`src/rtl/clkdiv_pkg.sv`:
```
package clkdiv_pkg;

    // Width of the integer ratio field
    localparam int RATIO_W = 8;
    // Smallest integer ratio honoured; smaller requests are raised to it
    localparam int MIN_RATIO = 2;
    // Half mode: one counter sweep covers two output periods (9 input cycles)
    localparam int HALF_SWEEP = 9;
    // Half mode: cycles the output stays high per output period
    localparam int HALF_HIGH = 2;
    // Half mode: counter value at which the second (falling-edge) pulse is requested
    localparam int HALF_LATE_AT = 4;

    typedef logic [RATIO_W-1:0] ratio_t;

    typedef struct packed {
        logic   half;
        ratio_t ratio;
    } div_cfg_t;

    // Pulse requests produced in the rising-edge domain
    typedef struct packed {
        logic early;   // high window aligned to rising edges
        logic late;    // window to be retimed onto falling edges
    } phase_req_t;

    // Number of counter states in one sweep
    function automatic ratio_t sweep_len(input div_cfg_t c);
        ratio_t r;
        if (c.half) begin
            r = ratio_t'(HALF_SWEEP);
        end else if (c.ratio < ratio_t'(MIN_RATIO)) begin
            r = ratio_t'(MIN_RATIO);
        end else begin
            r = c.ratio;
        end
        return r;
    endfunction

    // Length of the rising-edge-aligned high window
    function automatic ratio_t early_len(input div_cfg_t c);
        ratio_t r;
        if (c.half) begin
            r = ratio_t'(HALF_HIGH);
        end else begin
            r = sweep_len(c) >> 1;
        end
        return r;
    endfunction

endpackage

```
`src/rtl/clkdiv_cfg_hold.sv`:
```
module clkdiv_cfg_hold
    import clkdiv_pkg::*;
#(
    parameter div_cfg_t DEF_CFG = '{half: 1'b0, ratio: ratio_t'(4)}
) (
    input  logic     clk,
    input  logic     rst,
    input  div_cfg_t cfg_in,
    output div_cfg_t cfg_act
);

    // Power-up value lets the divider run without any reset
    div_cfg_t act_q = DEF_CFG;

    always_ff @(posedge clk) begin
        if (rst) begin
            act_q <= cfg_in;
        end
    end

    assign cfg_act = act_q;

endmodule

```
`src/rtl/clkdiv_seq.sv`:
```
module clkdiv_seq
    import clkdiv_pkg::*;
(
    input  logic       clk,
    input  logic       rst,
    input  div_cfg_t   cfg_act,
    output ratio_t     cnt,
    output ratio_t     period,
    output phase_req_t req,
    output logic       hold
);

    ratio_t     cnt_q  = '0;
    phase_req_t req_q  = '0;
    logic       hold_q = 1'b0;

    ratio_t     len_w;
    ratio_t     hi_w;
    logic       wrap_w;
    phase_req_t req_d;

    always_comb begin
        len_w  = sweep_len(cfg_act);
        hi_w   = early_len(cfg_act);
        wrap_w = (cnt_q == len_w - ratio_t'(1));
        req_d.early = (cnt_q < hi_w);
        req_d.late  = cfg_act.half
                   && (cnt_q >= ratio_t'(HALF_LATE_AT))
                   && (cnt_q <  ratio_t'(HALF_LATE_AT + HALF_HIGH));
    end

    // cnt_q names the cycle that begins at the next rising edge
    always_ff @(posedge clk) begin
        hold_q <= rst;
        if (rst) begin
            cnt_q <= '0;
            req_q <= '0;
        end else begin
            req_q <= req_d;
            cnt_q <= wrap_w ? '0 : cnt_q + ratio_t'(1);
        end
    end

    assign cnt    = cnt_q;
    assign period = len_w;
    assign req    = req_q;
    assign hold   = hold_q;

endmodule

```
`src/rtl/clkdiv_merge.sv`:
```
module clkdiv_merge
    import clkdiv_pkg::*;
(
    input  logic       clk,
    input  logic       hold,
    input  phase_req_t req,
    output logic       clk_out
);

    // Late window shifted by half an input cycle
    logic late_n = 1'b0;

    always_ff @(negedge clk) begin
        late_n <= req.late;
    end

    assign clk_out = req.early | (late_n & ~hold);

endmodule

```
`src/rtl/clkdiv_top.sv`:
```
module clkdiv_top
    import clkdiv_pkg::*;
#(
    parameter int   DEF_RATIO = 4,
    parameter logic DEF_HALF  = 1'b0
) (
    input  logic               clk,
    input  logic               rst,
    input  logic [RATIO_W-1:0] ratio_in,
    input  logic               half_in,
    output logic               clk_out
);

    localparam div_cfg_t DEF_CFG = '{half: DEF_HALF, ratio: ratio_t'(DEF_RATIO)};

    div_cfg_t   cfg_req;
    div_cfg_t   cfg_act;
    ratio_t     cnt;
    ratio_t     period;
    phase_req_t req;
    logic       hold;

    assign cfg_req = '{half: half_in, ratio: ratio_in};

    clkdiv_cfg_hold #(.DEF_CFG(DEF_CFG)) u_cfg (
        .clk     (clk),
        .rst     (rst),
        .cfg_in  (cfg_req),
        .cfg_act (cfg_act)
    );

    clkdiv_seq u_seq (
        .clk     (clk),
        .rst     (rst),
        .cfg_act (cfg_act),
        .cnt     (cnt),
        .period  (period),
        .req     (req),
        .hold    (hold)
    );

    clkdiv_merge u_merge (
        .clk     (clk),
        .hold    (hold),
        .req     (req),
        .clk_out (clk_out)
    );

endmodule

```
`config.mk`:
```
export PLATFORM = sky130hd
export DESIGN_NAME = clkdiv_top
export DESIGN_NICKNAME = d
export VERILOG_FILES = /design/src/rtl/clkdiv_pkg.sv /design/src/rtl/clkdiv_cfg_hold.sv /design/src/rtl/clkdiv_seq.sv /design/src/rtl/clkdiv_merge.sv /design/src/rtl/clkdiv_top.sv
export SDC_FILE = /design/constraint.sdc
export NUM_CORES = 1
export LEC_CHECK = 0
export ABC_AREA = 1
export BUFFER_PORTS_ARGS = -buffer_cell sky130_fd_sc_hd__buf_2
export CORE_MARGIN = 2
export CORE_UTILIZATION = 40
export DETAILED_ROUTE_END_ITERATION = 8
export PLACE_DENSITY_LB_ADDON = 0.3
export SYNTH_ARGS = -nofsm -noshare
export SYNTH_HDL_FRONTEND = slang
export SYNTH_SLANG_ARGS = --single-unit
```
`constraint.sdc`:
```
create_clock -name clk -period 2.7 [get_ports clk]
set_input_delay 0 -clock clk [delete_from_list [all_inputs] [get_ports clk]]
set_output_delay 0 -clock clk [all_outputs]
set_load 0.05 [all_outputs]
```
==> impl_metrics.tcl, run 1 <==
set metrics [dict create \
    drt_wl_total_um 2370 \
    layout.cells.most_common "nand2_1" \
    grt.total_usage 0.150 \
    p_leak_nw 0.679 \
    grt_pass1_vias 942 \
    finalSetupTns_ps 0 \
    mostFrequentLayoutCells "nand2_1, inv_1, nor2_1" \
    initial_core_util 0.416 \
    drt-met1-wl_um 1190 \
    fillers 312 \
    cp-end-kind "output port" \
    grt_max_degree 14 \
    grt_pass1_wl_um 4020 \
    die_h_um 59.9 \
    route.met3.wl_um 61 \
    cp.required_ps 2700 \
    min_path_type "in -> reg" \
    root_buffer "clkbuf_4" \
    insertion_delay_ps 360 \
    design_area_um2 1470 \
    detail-route-antenna-nets 0 \
    clkTransAtPathRegs_ps 120 \
    routabilityCongestion 0.923 \
    whs_ps 390 \
    worstMarginPinSlew_ps 285 \
    synth_warnings 0 \
    drv_slew 0 \
    reg2regPathDepth 14 \
    fin_skew_ps 56.1 \
    cp_max_fo 1 \
    synth.avg_cell_area_um2 7.95 \
    clock-sinks 21 \
    top_layer "met4" \
    wl_met2_um 1070 \
    vias_per_cell 4.70 \
    netlist-cell-type-count 21 \
    whs_endpoint "u_cfg.cfg_act[5]" \
    synth_fp_nets 176 \
    synth_seq_area_share 0.409 \
    fp.dieArea_um2 3580 \
    antenna_found_initial 0 \
    hold_depth 2 \
    hold_viol 0 \
    max_slew_margin 0.810 \
    post_cts_resized 0 \
    ctsLongestPathBuffers 2 \
    cts_tree "built" \
    rrSetupSlack_ps 380 \
    hpwl_um 1840 \
    synth.ff_latch_count 21 \
    vias 1011 \
    die_w_um 59.9 \
    outcome "finished clean" \
    critPathArrivalTime_ps 2420 \
    placed_cell_area_um2 1350 \
    report.power.total_mw 0.658 \
    power_density_nw_per_um2 447 \
    row_count 20 \
    min-delay-start "ratio_in[5]" \
    io_buffer_count 11 \
    nets 202 \
    postCtsSetupRepairBufs 0 \
    setup_violations 0 \
    rsz0062_at_grt "no" \
    r2r_start "u_cfg.cfg_act[3]" \
    syn_inst 157 \
    route.detailed.drc 0 \
    ir_worst_vdd_uv 259 \
    area_delta_synth_final_pct 17.9 \
    synth_area_um2 1250 \
    grt_overflow 0 \
    num_io_pins 12 \
    r2r_end "u_seq.cnt[6]" \
    num_antenna_cells 0 \
    core_area_um2 3000 \
    cts_max_level 1 \
    drt-initial-drc-count 16 \
    drive_gt1_frac 0.137 \
    firstDrtPassIters 4 \
    cts_hold_repair.buffers 10 \
    cp-start-kind "register" \
    critical_path_class "reg -> out" \
    drv_cap 0 \
    drt-wirelength-per-cell_um 11.0 \
    numCtsBuffers 3 \
]
==> sequential cells by signal, summed over array words and instances, names as in the netlist <==
register,cells
u_seq.cnt,8
u_merge.late_n,1
u_seq.req,2
u_seq.hold,1
u_cfg.cfg_act,9
==> cells in the mapped netlist <==
| cell type | number | share of area |
|---|---|---|
| a21oi_1 | 4 | 0.016 |
| ha_1 | 8 | 0.080 |
| o21ai_0 | 2 | 0.0080 |
| dfxtp_1 | 12 | 0.19 |
| nand2_4 | 2 | 0.018 |
| nand4_1 | 6 | 0.030 |
| nor2_2 | 1 | 0.0050 |
| inv_4 | 1 | 0.0050 |
| nor2_4 | 1 | 0.0090 |
| xor2_1 | 7 | 0.049 |
| nor3_1 | 3 | 0.012 |
| nand2_1 | 30 | 0.090 |
| nor2_1 | 21 | 0.063 |
| nand3_1 | 11 | 0.044 |
| xor2_2 | 1 | 0.013 |
| inv_1 | 29 | 0.087 |
| edfxtp_1 | 9 | 0.22 |
| o21bai_1 | 2 | 0.012 |
| nand2_2 | 3 | 0.015 |
| o21ai_4 | 1 | 0.013 |
| xnor2_1 | 3 | 0.021 |
==> per-layer routing <==
metal	up-vias	track usage
li1	545	-
met4	0	0.0571
met2	14	0.217
met1	447	0.221
met3	5	0.0260
met5	-	0
==> cell type report <==
cell class                 count  area, µm²  share of cell area
clock inverter                 2       8.76             0.00595
inverter                      29        111              0.0756
multi-input combinational    106        623               0.423
tap                           33       41.3              0.0280
timing repair buffer          21        155               0.105
clock buffer                   3       22.5              0.0153
sequential                    21        510               0.347
==> kinds of logic after synthesis <==
logic type | after synthesis | share of synthesized area
buffers and inverters | 30 | 0.0922
flip-flops | 21 | 0.409
adder cells (fa/ha/maj) | 8 | 0.0802
AND/OR/NAND/NOR | 78 | 0.287
XOR/XNOR | 11 | 0.0832
AO/OA/AOI/OAI | 9 | 0.0491
==> worst max-delay path, cell delays in order (launching register included) <==
cell and delay, ps:
dfxtp_1 300, inv_1 30, o21bai_1 100, buf_2 270
==> how the worst max path moves through the flow <==
stage / slack (ps) / startpoint / to / cells after the start
after floorplan: 300 / u_merge.late_n / clk_out / 2
after global placement: 440 / u_cfg.cfg_act[3] / u_seq.cnt[7] / 15
after detailed placement: 400 / u_cfg.cfg_act[3] / u_seq.cnt[7] / 14
after CTS: 260 / u_merge.late_n / clk_out / 3
after global routing: 110 / u_cfg.cfg_act[3] / u_seq.cnt[7] / 14
final: 280 / u_merge.late_n / clk_out / 3
==> power breakdown <==
group	switching, mW	total, mW	internal [mW]
sequential	0.0189	0.370	0.351
combinational	0.0755	0.132	0.0569
clock	0.0980	0.155	0.0571
==> through the flow <==
step | worst slack [ps] | util | cells
floorplan | 299 | - | 157
detailed placement | 402 | 0.448 | 201
CTS | 258 | 0.490 | 215
global placement | 437 | 0.448 | 201
global route | 106 | 0.490 | 215
finish | 278 | 0.490 | 215
Note: power is estimated with default switching activity, not from simulation.
==> run 2, diff against run 1 <==
--- a/config.mk
+++ b/config.mk
@@ -5,7 +5,6 @@
 export SDC_FILE = /design/constraint.sdc
 export NUM_CORES = 1
 export LEC_CHECK = 0
-export ABC_AREA = 1
 export BUFFER_PORTS_ARGS = -buffer_cell sky130_fd_sc_hd__buf_2
 export CORE_MARGIN = 2
 export CORE_UTILIZATION = 40
==> constraint.sdc (replaced) <==
create_clock -name clk -period 2.05 [get_ports clk]
set_input_delay 0 -clock clk [delete_from_list [all_inputs] [get_ports clk]]
set_output_delay 0 -clock clk [all_outputs]
set_load 0.05 [all_outputs]
==> impl_metrics.tcl, run 2 <==
set metrics [dict create \
    outcome "finished, violations left" \
    violations "setup timing" \
    p_leak_nw 0.683 \
    fin_cells 202 \
    worstMarginPinSlew_ps 588 \
    max_slew_margin 0.606 \
    min_path_type "in -> reg" \
    seqPwrFrac 0.501 \
    hpwl_um 2070 \
    drive_gt1_frac 0.304 \
    synth_ff_type "dfxtp_1" \
    mostFrequentLayoutCells "buf_4, dfxtp_1, buf_2" \
    drv_cap 0 \
    numCtsBuffers 3 \
    setup_violations 9 \
    syn_inst 123 \
    routabilityCongestion 0.821 \
    vias 1081 \
    die_w_um 61.0 \
    root_buffer "clkbuf_4" \
    ctsLongestPathBuffers 2 \
    fmax_ghz 0.339 \
    p_int_mw 0.670 \
    min_period_ps 2950 \
    drt-wirelength-per-cell_um 14.7 \
    synth_top_area_cell "edfxtp_1" \
    grt_overflow 0 \
    layout.cells.most_common "buf_4" \
    die_h_um 61.0 \
    worstPathCellList "or4_4, or4_4, a21oi_4, ha_4, nor3b_4, mux2i_1, xor2_1, nor4_4, buf_6, a311oi_2" \
    synth_area_leaders "edfxtp_1, dfxtp_1, ha_1" \
    power_frac_clock 0.210 \
    grt_pass1_wl_um 4990 \
    synth.ff_latch_count 21 \
    synth_most_common_cell "dfxtp_1" \
    grt_pass1_vias 1073 \
    switchingPower_mw 0.297 \
    cp-end-kind "register" \
    cts_tree "built" \
    clkTransAtPathRegs_ps 110 \
    whs_endpoint "u_seq.hold" \
    insertion_delay_ps 360 \
    netlist-cell-type-count 44 \
    critical_path_class "reg -> reg" \
    reg2regPathDepth 10 \
    grt.total_usage 0.185 \
    whs_ps 58.9 \
    synthTopCellsByCount "dfxtp_1, edfxtp_1, a311oi_1, ha_1, xnor2_1" \
    largest_register_ffs 9 \
    synth_fp_nets 142 \
    power_density_nw_per_um2 566 \
    vias_per_cell 5.35 \
    min-delay-start "rst" \
    pwr-share-comb 0.288 \
    detail-route-antenna-nets 0 \
    r2r_end "u_seq.cnt[2]" \
    dp.cells 185 \
    core_area_um2 3080 \
    nets 178 \
    synth_warnings 0 \
    hold_depth 1 \
    report.power.total_mw 0.967 \
    num_antenna_cells 0 \
    r2r_start "u_cfg.cfg_act[6]" \
    clock-sinks 21 \
    post_synth_fa_ha_maj_area_fraction 0.0771 \
    synth_compound_area_frac 0.148 \
    route.detailed.drc 0 \
    path_common_cell "or4_4" \
    cts_max_level 1 \
    io_buffer_count 11 \
    muxShareOfSynthArea 0.0164 \
    yosys.area_share.simple 0.186 \
    initial_core_util 0.422 \
    synth_xor_area_frac 0.132 \
    firstDrtPassIters 4 \
    synth-edff-count 9 \
    rrSetupSlack_ps -900 \
    synth_seq_area_share 0.393 \
    worst_path_max_delay_cell "or4_4" \
    drt-initial-drc-count 46 \
    finalWorstSetupSlack_ps -900 \
    drt_wl_total_um 2980 \
    fin_crit_sh 1.44 \
    ir_worst_vdd_uv 388 \
    critPathArrivalTime_ps 3180 \
    cp_max_fo 8 \
    async_flop_share 0 \
    fin_skew_ps 52.6 \
    fp.dieArea_um2 3720 \
    grt_max_degree 21 \
    num_io_pins 12 \
    synth_area_um2 1300 \
    critPathMaxStageDelay_ps 540 \
    cp-start-kind "register" \
    hold_viol 0 \
    area_delta_synth_final_pct 31.7 \
    antenna_found_initial 0 \
    row_count 20 \
    rsz0062_at_grt "yes" \
    sw_frac_of_total 0.307 \
    synth.avg_cell_area_um2 10.6 \
    drv_slew 0 \
    synth_top_area_frac 0.208 \
    synth_top_family_by_area "simple AND/OR/NAND/NOR gates" \
    cp.required_ps 2280 \
]
run 2: layer usage:
metal / part of all wire / GRT usage / vias up / wire (µm)
met1: 0.40 / 0.212 / 507 / 1200
li1: - / - / 531 / -
met5: 0 / 0 / - / 0
met2: 0.53 / 0.336 / 35 / 1570
met4: 0.016 / 0.0404 / 0 / 47
met3: 0.052 / 0.0576 / 8 / 154
run 2: worst max-delay path, delay by kind of cell (launching register included):
kind	cells	cell delay (ps)
fa+ha+maj	1	160
buf+inv	1	160
simple gates	4	1230
mux	1	240
xor+xnor	1	250
compound gates	2	430
flops	1	400
run 2: power by group through the flow:
stage	clock (mW)	sequential, mW	combinational (mW)
floorplan	0.00611	0.492	0.148
global placement	0.00611	0.495	0.210
detailed placement	0.00611	0.495	0.216
CTS	0.209	0.484	0.263
global route	0.222	0.489	0.301
finish	0.204	0.485	0.279
run 2: cell families (layout without fill, tap and decap cells):
kind of cell	count (synthesis)	after routing
AND/OR/NAND/NOR	37	37
AO/OA/AOI/OAI	24	24
flip-flops	21	21
XOR/XNOR	17	17
buffers and inverters	14	49
adder cells (fa/ha/maj)	8	8
multiplexers	2	2
run 2: per-stage QoR:
step	setup slack [ps]	setup TNS (ps)	util	instance area (µm²)
after CTS	-897	-7140	0.548	1690
after global routing	-1030	-8380	0.556	1710
after global placement	-829	-6510	0.483	1490
after detailed placement	-924	-7170	0.483	1490
after floorplan	-840	-6720	-	1310
final	-900	-7110	0.556	1710
run 2: layout make-up:
type	instances	area, µm²
tap	44	55.1
clock buffer	3	22.5
sequential	21	510
clock inverter	2	8.76
fill	273	1370
multi-input combinational	88	805
inverter	6	22.5
timing repair buffer	38	287
run 2: repair_timing:
action / CTS / global route
buffers inserted: 5 / 0
pin swaps: 6 / 2
setup endpoints to repair: 10 / 9
hold buffers: 9 / 0
hold endpoints to repair: 9 / 0
gates cloned: 0 / 0
gates resized for setup: 9 / 4
run 2: worst max path at each step:
stage	start	endpoint	slack [ps]
global placement	u_cfg.cfg_act[6]	u_seq.cnt[0]	-830
floorplan	u_cfg.cfg_act[5]	u_seq.cnt[0]	-840
global route	u_cfg.cfg_act[6]	u_seq.cnt[2]	-1030
CTS	u_cfg.cfg_act[6]	u_seq.cnt[2]	-900
detailed placement	u_cfg.cfg_act[6]	u_seq.cnt[0]	-920
finish	u_cfg.cfg_act[6]	u_seq.cnt[2]	-900
==> run 3, diff against run 2 <==
--- a/config.mk
+++ b/config.mk
@@ -12,4 +12,5 @@
 export PLACE_DENSITY_LB_ADDON = 0.3
 export SYNTH_ARGS = -nofsm -noshare
 export SYNTH_HDL_FRONTEND = slang
+export SYNTH_HIERARCHICAL = 1
 export SYNTH_SLANG_ARGS = --single-unit
==> impl_metrics.tcl, run 3 <==
set metrics [dict create \
    outcome "finished, violations left" \
    violations "setup timing" \
    pwr-share-comb 0.268 \
    synth_area_um2 1230 \
    worstPathCellList "nor4_4, a21oi_2, or2_1, ha_2, nor3b_4, mux2i_1, xnor2_1, nor4b_4, buf_6, a211oi_1" \
    sw_frac_of_total 0.289 \
    switchingPower_mw 0.273 \
    final_util 0.538 \
    cts_max_level 1 \
    cts_tree "built" \
    fmax_ghz 0.417 \
    core_area_um2 3000 \
    power_frac_clock 0.211 \
    max_slew_margin 0.667 \
    p_int_mw 0.671 \
    drt-wirelength-per-cell_um 14.3 \
    ir_worst_vdd_uv 371 \
    critical_path_class "reg -> reg" \
    num_antenna_cells 0 \
    fin_skew_ps 56.4 \
    vias 972 \
    hold_viol 0 \
    cpLargestDelayFamily "simple AND/OR/NAND/NOR gates" \
    num_io_pins 12 \
    cp.required_ps 2220 \
    power_density_nw_per_um2 585 \
    hpwl_um 1900 \
    largest_register_ffs 9 \
    critPathArrivalTime_ps 2570 \
    syn_inst 113 \
    die_h_um 59.5 \
    nets 174 \
    root_buffer "clkbuf_4" \
    dp.cells 168 \
    clkTransAtPathRegs_ps 120 \
    setup_violations 9 \
    grt_overflow 0 \
    fin_crit_sh 1.17 \
    critPathMaxStageDelay_ps 450 \
    drive_gt1_frac 0.320 \
    min_path_type "in -> reg" \
    min_period_ps 2400 \
    worst_path_max_delay_cell "edfxtp_1" \
    cp_max_fo 8 \
    synth.avg_cell_area_um2 10.9 \
    fin_cells 186 \
    grt_max_degree 21 \
    fp.dieArea_um2 3540 \
    grt_pass1_wl_um 4330 \
    ctsLongestPathBuffers 2 \
    placed_cell_area_um2 1420 \
    drt-initial-drc-count 20 \
    finalSetupTns_ps -2730 \
    design_area_um2 1610 \
    synth_fp_nets 133 \
    clock-sinks 21 \
    finalWorstSetupSlack_ps -346 \
    synth_warnings 6 \
    grt_pass1_vias 972 \
    vias_per_cell 5.23 \
    worstMarginPinSlew_ps 486 \
    antenna_found_initial 0 \
    rsz0062_at_grt "yes" \
    cp_num_buf_inv 1 \
    drv_cap 0 \
    grt.total_usage 0.166 \
    dp_slack_ps -351 \
    mostFrequentLayoutCells "buf_4, dfxtp_1, buf_2" \
    die_w_um 59.5 \
    seqPwrFrac 0.521 \
    drt_wl_total_um 2650 \
    cp-end-kind "register" \
    numCtsBuffers 3 \
    firstDrtPassIters 4 \
    detail-route-antenna-nets 0 \
    layout.cells.most_common "buf_4" \
    drv_slew 0 \
    route.detailed.drc 0 \
    p_leak_nw 0.639 \
    area_delta_synth_final_pct 30.8 \
    initial_core_util 0.411 \
    io_buffer_count 11 \
    insertion_delay_ps 350 \
    cp-start-kind "register" \
    row_count 20 \
    routabilityCongestion 0.798 \
]
==> run 3: path summary, 6_finish.rpt <==
kind | from | end | slack (ps) | depth (start not counted)
worst min-delay path | rst | u_seq/hold | 50 | 1
worst max-delay path | u_cfg/cfg_act[5] | u_seq/cnt[3] | -350 | 10
worst min register to register | u_seq/cnt[6] | u_seq/req[0] | 600 | 1
worst max register to register | u_cfg/cfg_act[5] | u_seq/cnt[3] | -350 | 10
==> run 3: power groups by stage <==
stage / Clock, mW / Sequential, mW / Combinational, mW
final: 0.199 / 0.492 / 0.253
after detailed placement: 0.00611 / 0.501 / 0.215
after global routing: 0.231 / 0.496 / 0.276
after CTS: 0.207 / 0.492 / 0.240
after floorplan: 0.00611 / 0.498 / 0.140
after global placement: 0.00611 / 0.501 / 0.208
==> run 3: area by class of cell <==
type	instances	area [µm²]
fill	267	1390
multi-input combinational	84	726
sequential	21	510
timing repair buffer	38	287
tap	33	41.3
clock buffer	3	22.5
inverter	5	18.8
clock inverter	2	8.76
==> run 3: worst reg2reg max path, stage by stage (launching register included) <==
cell and delay (ps):
edfxtp_1 450, nor4_4 380, a21oi_2 100, or2_1 230, ha_2 200, nor3b_4 150, mux2i_1 170, xnor2_1 120
nor4b_4 230, buf_6 170, a211oi_1 70
==> run 3: timing repair <==
action                                 CTS  global route
hold buffers                             9             0
setup endpoints to repair                9            10
setup buffers                            3             2
endpoints found under the hold margin    9             0
cloned                                   0             0
pin swaps                                2             2
resized for setup                        3             5
==> run 3: metrics by stage <==
stage               power [mW]  hold slack [ps]
floorplan                0.644             27.7
global placement         0.715              177
detailed placement       0.723              179
CTS                      0.939             40.9
global route              1.00             42.7
finish                   0.944             49.0
==> run 3: metal layers <==
metal / GRT usage / routed length, µm
met2: 0.264 / 1250
met1: 0.222 / 1310
met5: 0 / 0
met3: 0.0218 / 45
met4: 0.0762 / 44
